==> src/rtl/lac_pkg.sv <==
package lac_pkg;
  typedef enum logic [1:0] {
    CLS_A = 2'd0,
    CLS_B = 2'd1,
    CLS_C = 2'd2
  } pos_cls_e;

  localparam int FACTOR_W = 5;
  localparam int MAX_SHIFT = 8;
  localparam int NUM_CLS = 3;

  function automatic logic [FACTOR_W-1:0] base_factor(input logic [2:0] row,
                                                      input pos_cls_e cls);
    logic [FACTOR_W-1:0] f;
    f = '0;
    unique case (cls)
      CLS_A: case (row)
        3'd0: f = 5'd10; 3'd1: f = 5'd11; 3'd2: f = 5'd13;
        3'd3: f = 5'd14; 3'd4: f = 5'd16; default: f = 5'd18;
      endcase
      CLS_B: case (row)
        3'd0: f = 5'd16; 3'd1: f = 5'd18; 3'd2: f = 5'd20;
        3'd3: f = 5'd23; 3'd4: f = 5'd25; default: f = 5'd29;
      endcase
      default: case (row)
        3'd0: f = 5'd13; 3'd1: f = 5'd14; 3'd2: f = 5'd16;
        3'd3: f = 5'd18; 3'd4: f = 5'd20; default: f = 5'd23;
      endcase
    endcase
    return f;
  endfunction
endpackage

==> src/rtl/lac_factor_gen.sv <==
module lac_factor_gen
  import lac_pkg::*;
#(
  parameter int QP_W = 6,
  parameter int QP_MAX = 51,
  parameter int SCALE_W = FACTOR_W + MAX_SHIFT
) (
  input  logic [QP_W-1:0]            qp,
  output logic [NUM_CLS*SCALE_W-1:0] scl_flat
);
  logic [QP_W-1:0] qp_c;
  logic [2:0]      row;
  logic [3:0]      shamt;

  always_comb begin
    // out-of-range parameter clamps to the top value
    qp_c  = (int'(qp) > QP_MAX) ? QP_W'(QP_MAX) : qp;
    row   = 3'(qp_c % QP_W'(6));
    shamt = 4'(qp_c / QP_W'(6));
  end

  genvar g;
  generate
    for (g = 0; g < NUM_CLS; g++) begin : g_cls
      always_comb begin
        scl_flat[g*SCALE_W +: SCALE_W] =
          SCALE_W'(base_factor(row, pos_cls_e'(g))) << shamt;
      end
    end
  endgenerate


  always_comb begin
    shift_range_chk: assert (shamt <= 4'(MAX_SHIFT));
  end
endmodule

==> src/rtl/lac_pos_class.sv <==
module lac_pos_class
  import lac_pkg::*;
#(
  parameter int POS_W = 4
) (
  input  logic [POS_W-1:0] pos,
  output pos_cls_e         cls
);
  localparam int COL_W = POS_W / 2;
  logic row_odd, col_odd;

  always_comb begin
    row_odd = pos[COL_W];
    col_odd = pos[0];
    if (!row_odd && !col_odd)     cls = CLS_A;
    else if (row_odd && col_odd)  cls = CLS_B;
    else                          cls = CLS_C;
  end
endmodule

==> src/rtl/lac_mul.sv <==
module lac_mul #(
  parameter int COEF_W = 16,
  parameter int SCALE_W = 13
) (
  input  logic signed [COEF_W-1:0] coef,
  input  logic [SCALE_W-1:0]       scale,
  output logic signed [COEF_W-1:0] prod
);
  localparam int FULL_W = COEF_W + SCALE_W + 1;
  logic signed [FULL_W-1:0] full;
  logic signed [SCALE_W:0]  s_scale;

  always_comb begin
    s_scale = $signed({1'b0, scale});
    full    = FULL_W'(coef) * FULL_W'(s_scale);
    prod    = full[COEF_W-1:0];
  end
endmodule

==> src/rtl/lac_rescale4x4.sv <==
module lac_rescale4x4
  import lac_pkg::*;
#(
  parameter int COEF_W = 16,
  parameter int QP_W = 6,
  parameter int QP_MAX = 51,
  parameter int POS_W = 4
) (
  input  logic              clk,
  input  logic              rst_n,
  input  logic              in_valid,
  output logic              in_ready,
  input  logic [COEF_W-1:0] in_coef,
  input  logic [QP_W-1:0]   in_qp,
  output logic              out_valid,
  input  logic              out_ready,
  output logic [COEF_W-1:0] out_coef,
  output logic              blk_done
);
  localparam int SCALE_W = FACTOR_W + MAX_SHIFT;
  localparam logic [POS_W-1:0] LAST_POS = '1;

  logic [POS_W-1:0]            pos_q;
  logic [QP_W-1:0]             qp_q, qp_eff;
  logic [NUM_CLS*SCALE_W-1:0]  scl_flat;
  pos_cls_e                    cls;
  logic [SCALE_W-1:0]          scale_sel;
  logic signed [COEF_W-1:0]    prod;
  logic                        in_fire, last_q;

  assign in_ready = !out_valid || out_ready;
  assign in_fire  = in_valid && in_ready;
  assign qp_eff   = (pos_q == '0) ? in_qp : qp_q;

  lac_factor_gen #(.QP_W(QP_W), .QP_MAX(QP_MAX), .SCALE_W(SCALE_W)) u_fac (
    .qp(qp_eff), .scl_flat(scl_flat));

  lac_pos_class #(.POS_W(POS_W)) u_cls (.pos(pos_q), .cls(cls));

  assign scale_sel = scl_flat[int'(cls)*SCALE_W +: SCALE_W];

  lac_mul #(.COEF_W(COEF_W), .SCALE_W(SCALE_W)) u_mul (
    .coef($signed(in_coef)), .scale(scale_sel), .prod(prod));

  always_ff @(posedge clk) begin
    if (!rst_n) begin
      pos_q     <= '0;
      qp_q      <= '0;
      out_valid <= 1'b0;
      out_coef  <= '0;
      last_q    <= 1'b0;
    end else begin
      if (in_fire) begin
        pos_q     <= pos_q + 1'b1;
        if (pos_q == '0) qp_q <= in_qp;
        out_valid <= 1'b1;
        out_coef  <= prod;
        last_q    <= (pos_q == LAST_POS);
      end else if (out_ready) begin
        out_valid <= 1'b0;
      end
    end
  end

  assign blk_done = out_valid && out_ready && last_q;


  hold_stall_chk: assert property (@(posedge clk) disable iff (!rst_n)
    (out_valid && !out_ready) |=> (out_valid && $stable(out_coef)));


  done_single_chk: assert property (@(posedge clk) disable iff (!rst_n)
    blk_done |=> !blk_done);


  qp_hold_chk: assert property (@(posedge clk) disable iff (!rst_n)
    (in_fire && pos_q != '0) |=> $stable(qp_q));


  zero_coef_chk: assert property (@(posedge clk) disable iff (!rst_n)
    (in_fire && in_coef == '0) |=> (out_coef == '0));


  pos_wrap_chk: assert property (@(posedge clk) disable iff (!rst_n)
    (in_fire && pos_q == LAST_POS) |=> (pos_q == '0));
endmodule

==> config.mk <==
export PLATFORM = sky130hd
export DESIGN_NAME = lac_rescale4x4
export DESIGN_NICKNAME = d
export VERILOG_FILES = /design/src/rtl/lac_pkg.sv /design/src/rtl/lac_factor_gen.sv /design/src/rtl/lac_pos_class.sv /design/src/rtl/lac_mul.sv /design/src/rtl/lac_rescale4x4.sv
export SDC_FILE = /design/constraint.sdc
export NUM_CORES = 1
export LEC_CHECK = 0
export BUFFER_PORTS_ARGS = -buffer_cell sky130_fd_sc_hd__buf_4
export CELL_PAD_IN_SITES_DETAIL_PLACEMENT = 0
export CELL_PAD_IN_SITES_GLOBAL_PLACEMENT = 1
export CORE_MARGIN = 8
export CORE_UTILIZATION = 48
export CTS_CLUSTER_DIAMETER = 200
export DETAILED_ROUTE_END_ITERATION = 10
export GPL_TIMING_DRIVEN = 0
export MAX_ROUTING_LAYER = met4
export PLACE_DENSITY_LB_ADDON = 0.1
export SLEW_MARGIN = 20
export SYNTH_ARGS = -nofsm -noshare
export SYNTH_HDL_FRONTEND = slang
export SYNTH_HIERARCHICAL = 1
export SYNTH_SLANG_ARGS = --single-unit
export TNS_END_PERCENT = 100
==> constraint.sdc <==
create_clock -name clk -period 11.39 [get_ports clk]
set_input_delay 0.5695 -clock clk [delete_from_list [all_inputs] [get_ports clk]]
set_output_delay 0.5695 -clock clk [all_outputs]
set_load 0.03 [all_outputs]
==> summary.txt, run 1 <==
Route
  – Drt first pass iters: 5
  – Drt initial violations: about 530
  – WL/cell: 16.9 um
  – Drc violations: 0
  – DR vias: 6,016
  – Vias per inst: 5.55
  – Drt total wl: 18,300 um
  – Final ANT Viol Nets: 0

Min path
  – HP Start: qp_q[4]
  – Hold crit path type: reg -> reg
  – Hold Crit Depth: 2
  – Endpoint, Worst Hold: qp_q[4]

Power
  – Pwr Density: 343 nW/um^2
  – Leakage: approximately 3.3 nW
  – Clk pwr share: 0.042
  – Cell-internal power: 0.00116 W
  – Total power: 0.00252 W
  – Switching share of power: 0.541
  – Switch Pwr: 0.00136 W
  – Sequential Power Share: 0.051
  – Comb pwr share: 0.907
  – Maximum vdd ir drop: around 0.28 mV

Global routing
  – Largest net degree at the start of global routing: 17
  – Gr usage total: 0.209
  – Vias in the first global route: 5,961
  – GR Overflow Total: 0
  – Wire length of the first global-routing pass: 30,000 um
  – Initial antenna violation count: 0

Floorplanning
  – IO Count: 45
  – Std cell rows: 43
  – Placeable Area: 13,800 sq um
  – Die width: about 130 um
  – Chip height: 134 um
  – Die Area: 18,000 sq um
  – Initial Utilization: 0.486

CTS
  – # resized after CTS: 0
  – CTS clk-pin slew, worst paths: 70 ps
  – Clk root buf: clkbuf_16
  – Clock buffer depth: 2
  – Cts bufs inserted: 3
  – TritonCTS Sinks: 28
  – CTS tree: done
  – Worst skew pair latency: ~270 ps
  – H-tree lvl count: 1
  – Post-CTS Setup Inserts: 0
  – Hold bufs inserted after CTS: 0

Yosys
  – Mapped Cells: 859
  – Post-synth top flop: dfxtp_1
  – Count leader, synth: nand2_1
  – Synthesis Warnings: 6
  – Post-Synthesis Cell Area: 6700 sq um
  – Top cells by area, synth: fa_1 (23%), ha_1 (9.3%), dfxtp_1 (8.4%), nand2_1 (7.2%), inv_1 (6.0%)
  – Post-synth top cells: nand2_1 (129), inv_1 (107), fa_1 (78), and2_1 (62)
  – Mean Syn Cell Area: 7.80 sq um
  – Cell taking the most area after synthesis: fa_1
  – Sequential-to-total area share from yosys stat: 0.0837
  – Syn Nets: 1,013
  – Async SR Flop Fraction: 0
  – Share of the synthesized area in the top cell type: 0.233
  – Yosys reg bits: 28
  – Post-synth EDFFs: 0
  – Synth cell types: a little under 80

Setup path
  – Cell family with most CP delay: adder cells
  – Crit path largest cell delay: 580 ps
  – FF-to-FF setup slack: 670 ps
  – RR Startpoint: pos_q[0]
  – Worst setup SP type: register
  – Kind of critical path: reg -> reg
  – Critical Path End Type: register
  – CP Max Fanout: 10
  – CP max-delay cell: o21ai_0
  – CP Buf/Inv Count: 11
  – Capturing point of the worst reg2reg path: out_coef[15]
  – Register-to-Register Path Depth: 40
  – CP arrival: 10,920 ps
  – Most frequent cell on the critical path: fa_1
  – CP required: 11,590 ps

Timing
  – Post-route clock skew: 6.16 ps
  – RSZ-0062 raised after global routing: false
  – Slew Viols, Final: 0
  – Total negative setup slack: 0 ps
  – Highest clock rate: 0.0933 GHz
  – Actual slew at the worst max-slew pin: 877 ps
  – Hold Slack: between 400 and 500 ps
  – Final period util: 0.941
  – Headroom to the max-slew limit: 0.414
  – Final hold vios: 0
  – Setup-failing EPs final: 0
  – Minimum clock period: 10,720 ps

Place
  – Placed cell count: 1,080
  – Detail Placement HPWL: 14,800 um
  – Final Wtd Congestion: roughly 0.9
  – Placed Area: 7230 sq um
  – Port bufs: 41

Finish
  – Fillers: ~1,400
  – Final non-filler cell total: approximately 1,100
  – Final instance area: 7350 sq um
  – Share of cells above drive strength 1: 0.116
  – Antenna Cells: 0
  – Area grow syn2layout: 9.71%
  – Nets: 1,059

Run status
  – Status: finished clean

Run
  – Max Cap Violations: 0
worst max-delay path by stage:
| stage | depth (start not counted) | start | slack (ps) | end |
|---|---|---|---|---|
| 2_1_floorplan | 42 | pos_q[0] | 1860 | out_coef[14] |
| 3_3_place_gp | 41 | pos_q[0] | 440 | out_coef[15] |
| 3_5_place_dp | 42 | pos_q[0] | 430 | out_coef[15] |
| 4_1_cts | 42 | pos_q[0] | 420 | out_coef[15] |
| 5_1_grt | 42 | pos_q[0] | 30 | out_coef[15] |
| 6_report | 40 | pos_q[0] | 670 | out_coef[15] |
sequential cells by signal (all words and copies together), names as in the netlist:
| name | count |
|---|---|
| out_valid | 1 |
| pos_q | 4 |
| qp_q | 6 |
| last_q | 1 |
| out_coef | 16 |
per-stage QoR:
step	utilization	worst slack (ps)
2_1_floorplan	-	1860
3_3_place_gp	0.525	442
3_5_place_dp	0.525	430
4_1_cts	0.533	416
5_1_grt	0.534	32.8
6_report	0.534	671
per-layer routing:
metal	GRT usage	wire, um	share of wire	up-vias
li1	-	-	-	2909
met1	0.292	8750	0.48	2916
met2	0.322	8230	0.45	182
met3	0.0277	1150	0.063	9
met4	0.0331	135	0.0074	0
met5	-	0	0	-
cell families after synthesis:
| family | Yosys count | share of synthesized area |
|---|---|---|
| buf+inv | 157 | 0.0934 |
| mux | 33 | 0.0514 |
| other cells | 1 | 0.000560 |
| fa+ha+maj | 128 | 0.326 |
| compound gates | 179 | 0.176 |
| simple gates | 296 | 0.217 |
| flops | 28 | 0.0837 |
| xor+xnor | 37 | 0.0517 |
power groups by stage:
stage	Combinational, W	Sequential (W)	Clock, W
after CTS	0.00228	0.000128	0.000106
after global placement	0.00223	0.000129	0
after detailed placement	0.00225	0.000131	0
final	0.00229	0.000128	0.000105
after global routing	0.00258	0.000130	0.000110
after floorplan	0.00175	0.000158	0
tightest hold or removal path, cell delays in order (launching register included):
cell	delay, ps
dfxtp_1	310
nand2_1	50
mux2i_1	60
layout by cell type, fill, tap and decap left out, types with 3 or more instances in the layout:
master       n
nand3_1     28
a21oi_1     49
nor3_1       3
inv_1      107
and3_1       3
a211oi_1     6
nand2_1    129
and2_1      62
nand2b_1     8
mux2i_1     24
dfxtp_1     28
o211ai_1     3
xnor2_2      3
clkbuf_2     4
a21oi_2      4
ha_1        50
clkbuf_16    3
nor2b_1      6
a21o_1       7
xnor2_1     28
fa_1        78
clkbuf_1    30
nor2_1      36
buf_2       11
mux2_2       8
o21ai_0     48
buf_4       43
o22ai_1     13
o21ai_1     10
o21bai_1     4
xor2_1       6
cell type report:
type,instances,area (sq um),share of cell area
buffer,50,229,0.0311
sequential,28,561,0.0763
inverter,107,402,0.0546
clock inverter,1,30.0,0.00409
clock buffer,3,75.1,0.0102
timing repair buffer,41,308,0.0419
multi-input combinational,674,5520,0.751
tap,180,225,0.0306
Note: power is estimated with default switching activity, not from simulation.
==> run 2: changes to the inputs <==
--- a/config.mk
+++ b/config.mk
@@ -5,7 +5,7 @@
 export SDC_FILE = /design/constraint.sdc
 export NUM_CORES = 1
 export LEC_CHECK = 0
-export BUFFER_PORTS_ARGS = -buffer_cell sky130_fd_sc_hd__buf_4
+export BUFFER_PORTS_ARGS = -buffer_cell sky130_fd_sc_hd__clkbuf_2
 export CELL_PAD_IN_SITES_DETAIL_PLACEMENT = 0
 export CELL_PAD_IN_SITES_GLOBAL_PLACEMENT = 1
 export CORE_MARGIN = 8
==> run 2 against run 1 <==
  * Critical path depth is 1 higher
  * Clock-buffer cell count is the same
  * Cell count unchanged
  * Die area did not move
  * Sequential cell count unchanged
  * Fmax fell by 0.51%
  * Routed wire length is 0.56% lower
==> summary.txt, run 2 (synthesis results as in run 1) <==
CTS
  – # resized after CTS: 0
  – Clk root buf: clkbuf_16
  – Clock buffer depth: 2
  – H-tree lvl count: 1
  – Worst skew pair latency: 270 ps
  – Post-CTS Setup Inserts: 0
  – Cts bufs inserted: 3
  – TritonCTS Sinks: 28
  – CTS clk-pin slew, worst paths: ~70 ps
  – CTS tree: done
  – Hold bufs inserted after CTS: 0

Floorplanning
  – IO Count: 45
  – Chip height: approximately 130 um
  – Die Area: roughly 18,000 sq um
  – Placeable Area: 13,800 sq um
  – Std cell rows: between 40 and 50
  – Die width: 134 um
  – Initial Utilization: 0.486

Setup path
  – CP required: 11,530 ps
  – CP arrival: 10,910 ps
  – Crit path largest cell delay: 660 ps
  – Beginning of the critical path: pos_q[0]
  – FF-to-FF setup slack: 620 ps
  – Capturing point of the worst reg2reg path: out_coef[14]
  – Critical Path End Type: register
  – Kind of critical path: reg -> reg
  – CP max-delay cell: o311ai_0
  – RR Startpoint: pos_q[0]
  – Most frequent cell on the critical path: inv_1
  – CP Max Fanout: 10
  – Crit path to: out_coef[14]
  – Register-to-Register Path Depth: 41
  – Worst setup SP type: register

Timing
  – RSZ-0062 raised after global routing: false
  – Total negative setup slack: 0 ps
  – Headroom to the max-slew limit: 0.351
  – Setup-failing EPs final: 0
  – Final period util: 0.946
  – Final hold vios: 0
  – Highest clock rate: just over 0.09 GHz
  – Minimum clock period: 10,770 ps
  – Post-route clock skew: ~6.8 ps
  – Actual slew at the worst max-slew pin: 972 ps
  – Slew Viols, Final: 0

Route
  – Drt initial violations: between 500 and 600
  – Final ANT Viol Nets: 0
  – Vias per inst: about 5.6
  – DR vias: 6,049
  – Drt first pass iters: 5
  – WL/cell: roughly 17 um
  – Drt total wl: around 18,000 um
  – Drc violations: 0

Global routing
  – GR Overflow Total: 0
  – Wire length of the first global-routing pass: 30,400 um
  – Vias in the first global route: 6,031
  – Initial antenna violation count: 0
  – Gr usage total: 0.211
  – Largest net degree at the start of global routing: 17

Finish
  – Final instance area: 7240 sq um
  – Commonest non-fill, non-tap cell in the layout: nand2_1
  – Share of cells above drive strength 1: 0.115
  – Fillers: 1,405
  – Area grow syn2layout: 8.07%
  – Commonest non-fill, non-tap cells in the layout: nand2_1 (129), inv_1 (107), fa_1 (78)
  – Antenna Cells: 0
  – Register area: 561 sq um
  – Nets: between 1,000 and 1,500
  – Area of the multi-input gates: 5510 sq um
  – Reg with most FFs: out_coef
  – Max reg flops: 16
  – Largest registers: out_coef (16), qp_q (6), pos_q (4)

Run
  – Max Cap Violations: 0

Run status
  – Status: finished clean

Min path
  – Hold crit path type: reg -> reg
  – HP Start: qp_q[4]

Place
  – Placed Area: 7130 sq um
  – Detail Placement HPWL: roughly 15,000 um
  – Final Wtd Congestion: roughly 0.9
  – Port bufs: between 40 and 50
[run 2: cell count changes in the layout (fill, tap and decap cells not counted)]
cell      change
clkbuf_2     +41
o32ai_1       +1
o21ai_1       +1
buf_4        -41
o32ai_2       -1
o21ai_0       -1
[run 2: routing by layer]
| metal | track usage | wire length (um) | vias up |
|---|---|---|---|
| met4 | 0.0349 | 202 | 0 |
| met3 | 0.0176 | 979 | 13 |
| met2 | 0.332 | 8080 | 157 |
| met1 | 0.294 | 8910 | 2964 |
| met5 | - | 0 | - |
| li1 | - | - | 2915 |
[run 2: layout make-up]
| type | instances | share of cell area |
|---|---|---|
| multi-input combinational | 674 | 0.762 |
| tap | 180 | 0.0311 |
| inverter | 107 | 0.0555 |
| buffer | 50 | 0.0316 |
| clock inverter | 1 | 0.00415 |
| sequential | 28 | 0.0774 |
| clock buffer | 3 | 0.0104 |
| timing repair buffer | 41 | 0.0283 |
[run 2: worst min-delay path by stage]
stage | endpoint | slack (ps) | depth (start not counted)
detailed placement | qp_q[1] | 460 | 2
global route | qp_q[0] | 490 | 2
floorplan | qp_q[0] | 440 | 2
global placement | qp_q[4] | 440 | 2
finish | qp_q[4] | 460 | 2
CTS | qp_q[0] | 470 | 2
[run 2: metrics by stage]
stage / hold WS (ps) / setup WS (ps) / utilization / instances
after detailed placement: 457 / 464 / 0.518 / 1080
after global routing: 487 / 20.4 / 0.526 / 1084
after global placement: 443 / 456 / 0.518 / 1080
final: 464 / 616 / 0.526 / 1084
after CTS: 467 / 402 / 0.525 / 1084
after floorplan: 436 / 1860 / - / 859
[run 2: critical path, delay by kind of cell (launching register included)]
family,cells,cell delay (ps)
adders and majority gates,10,4140
AOI/OAI and AO/OA,10,2510
buffers and inverters,13,1870
and+or+nand+nor,6,1400
DFF,1,360
muxes,2,320
Power of run 2 is not shown: default switching activity piles up to over one toggle a cycle in this logic, so the estimate is an artifact.
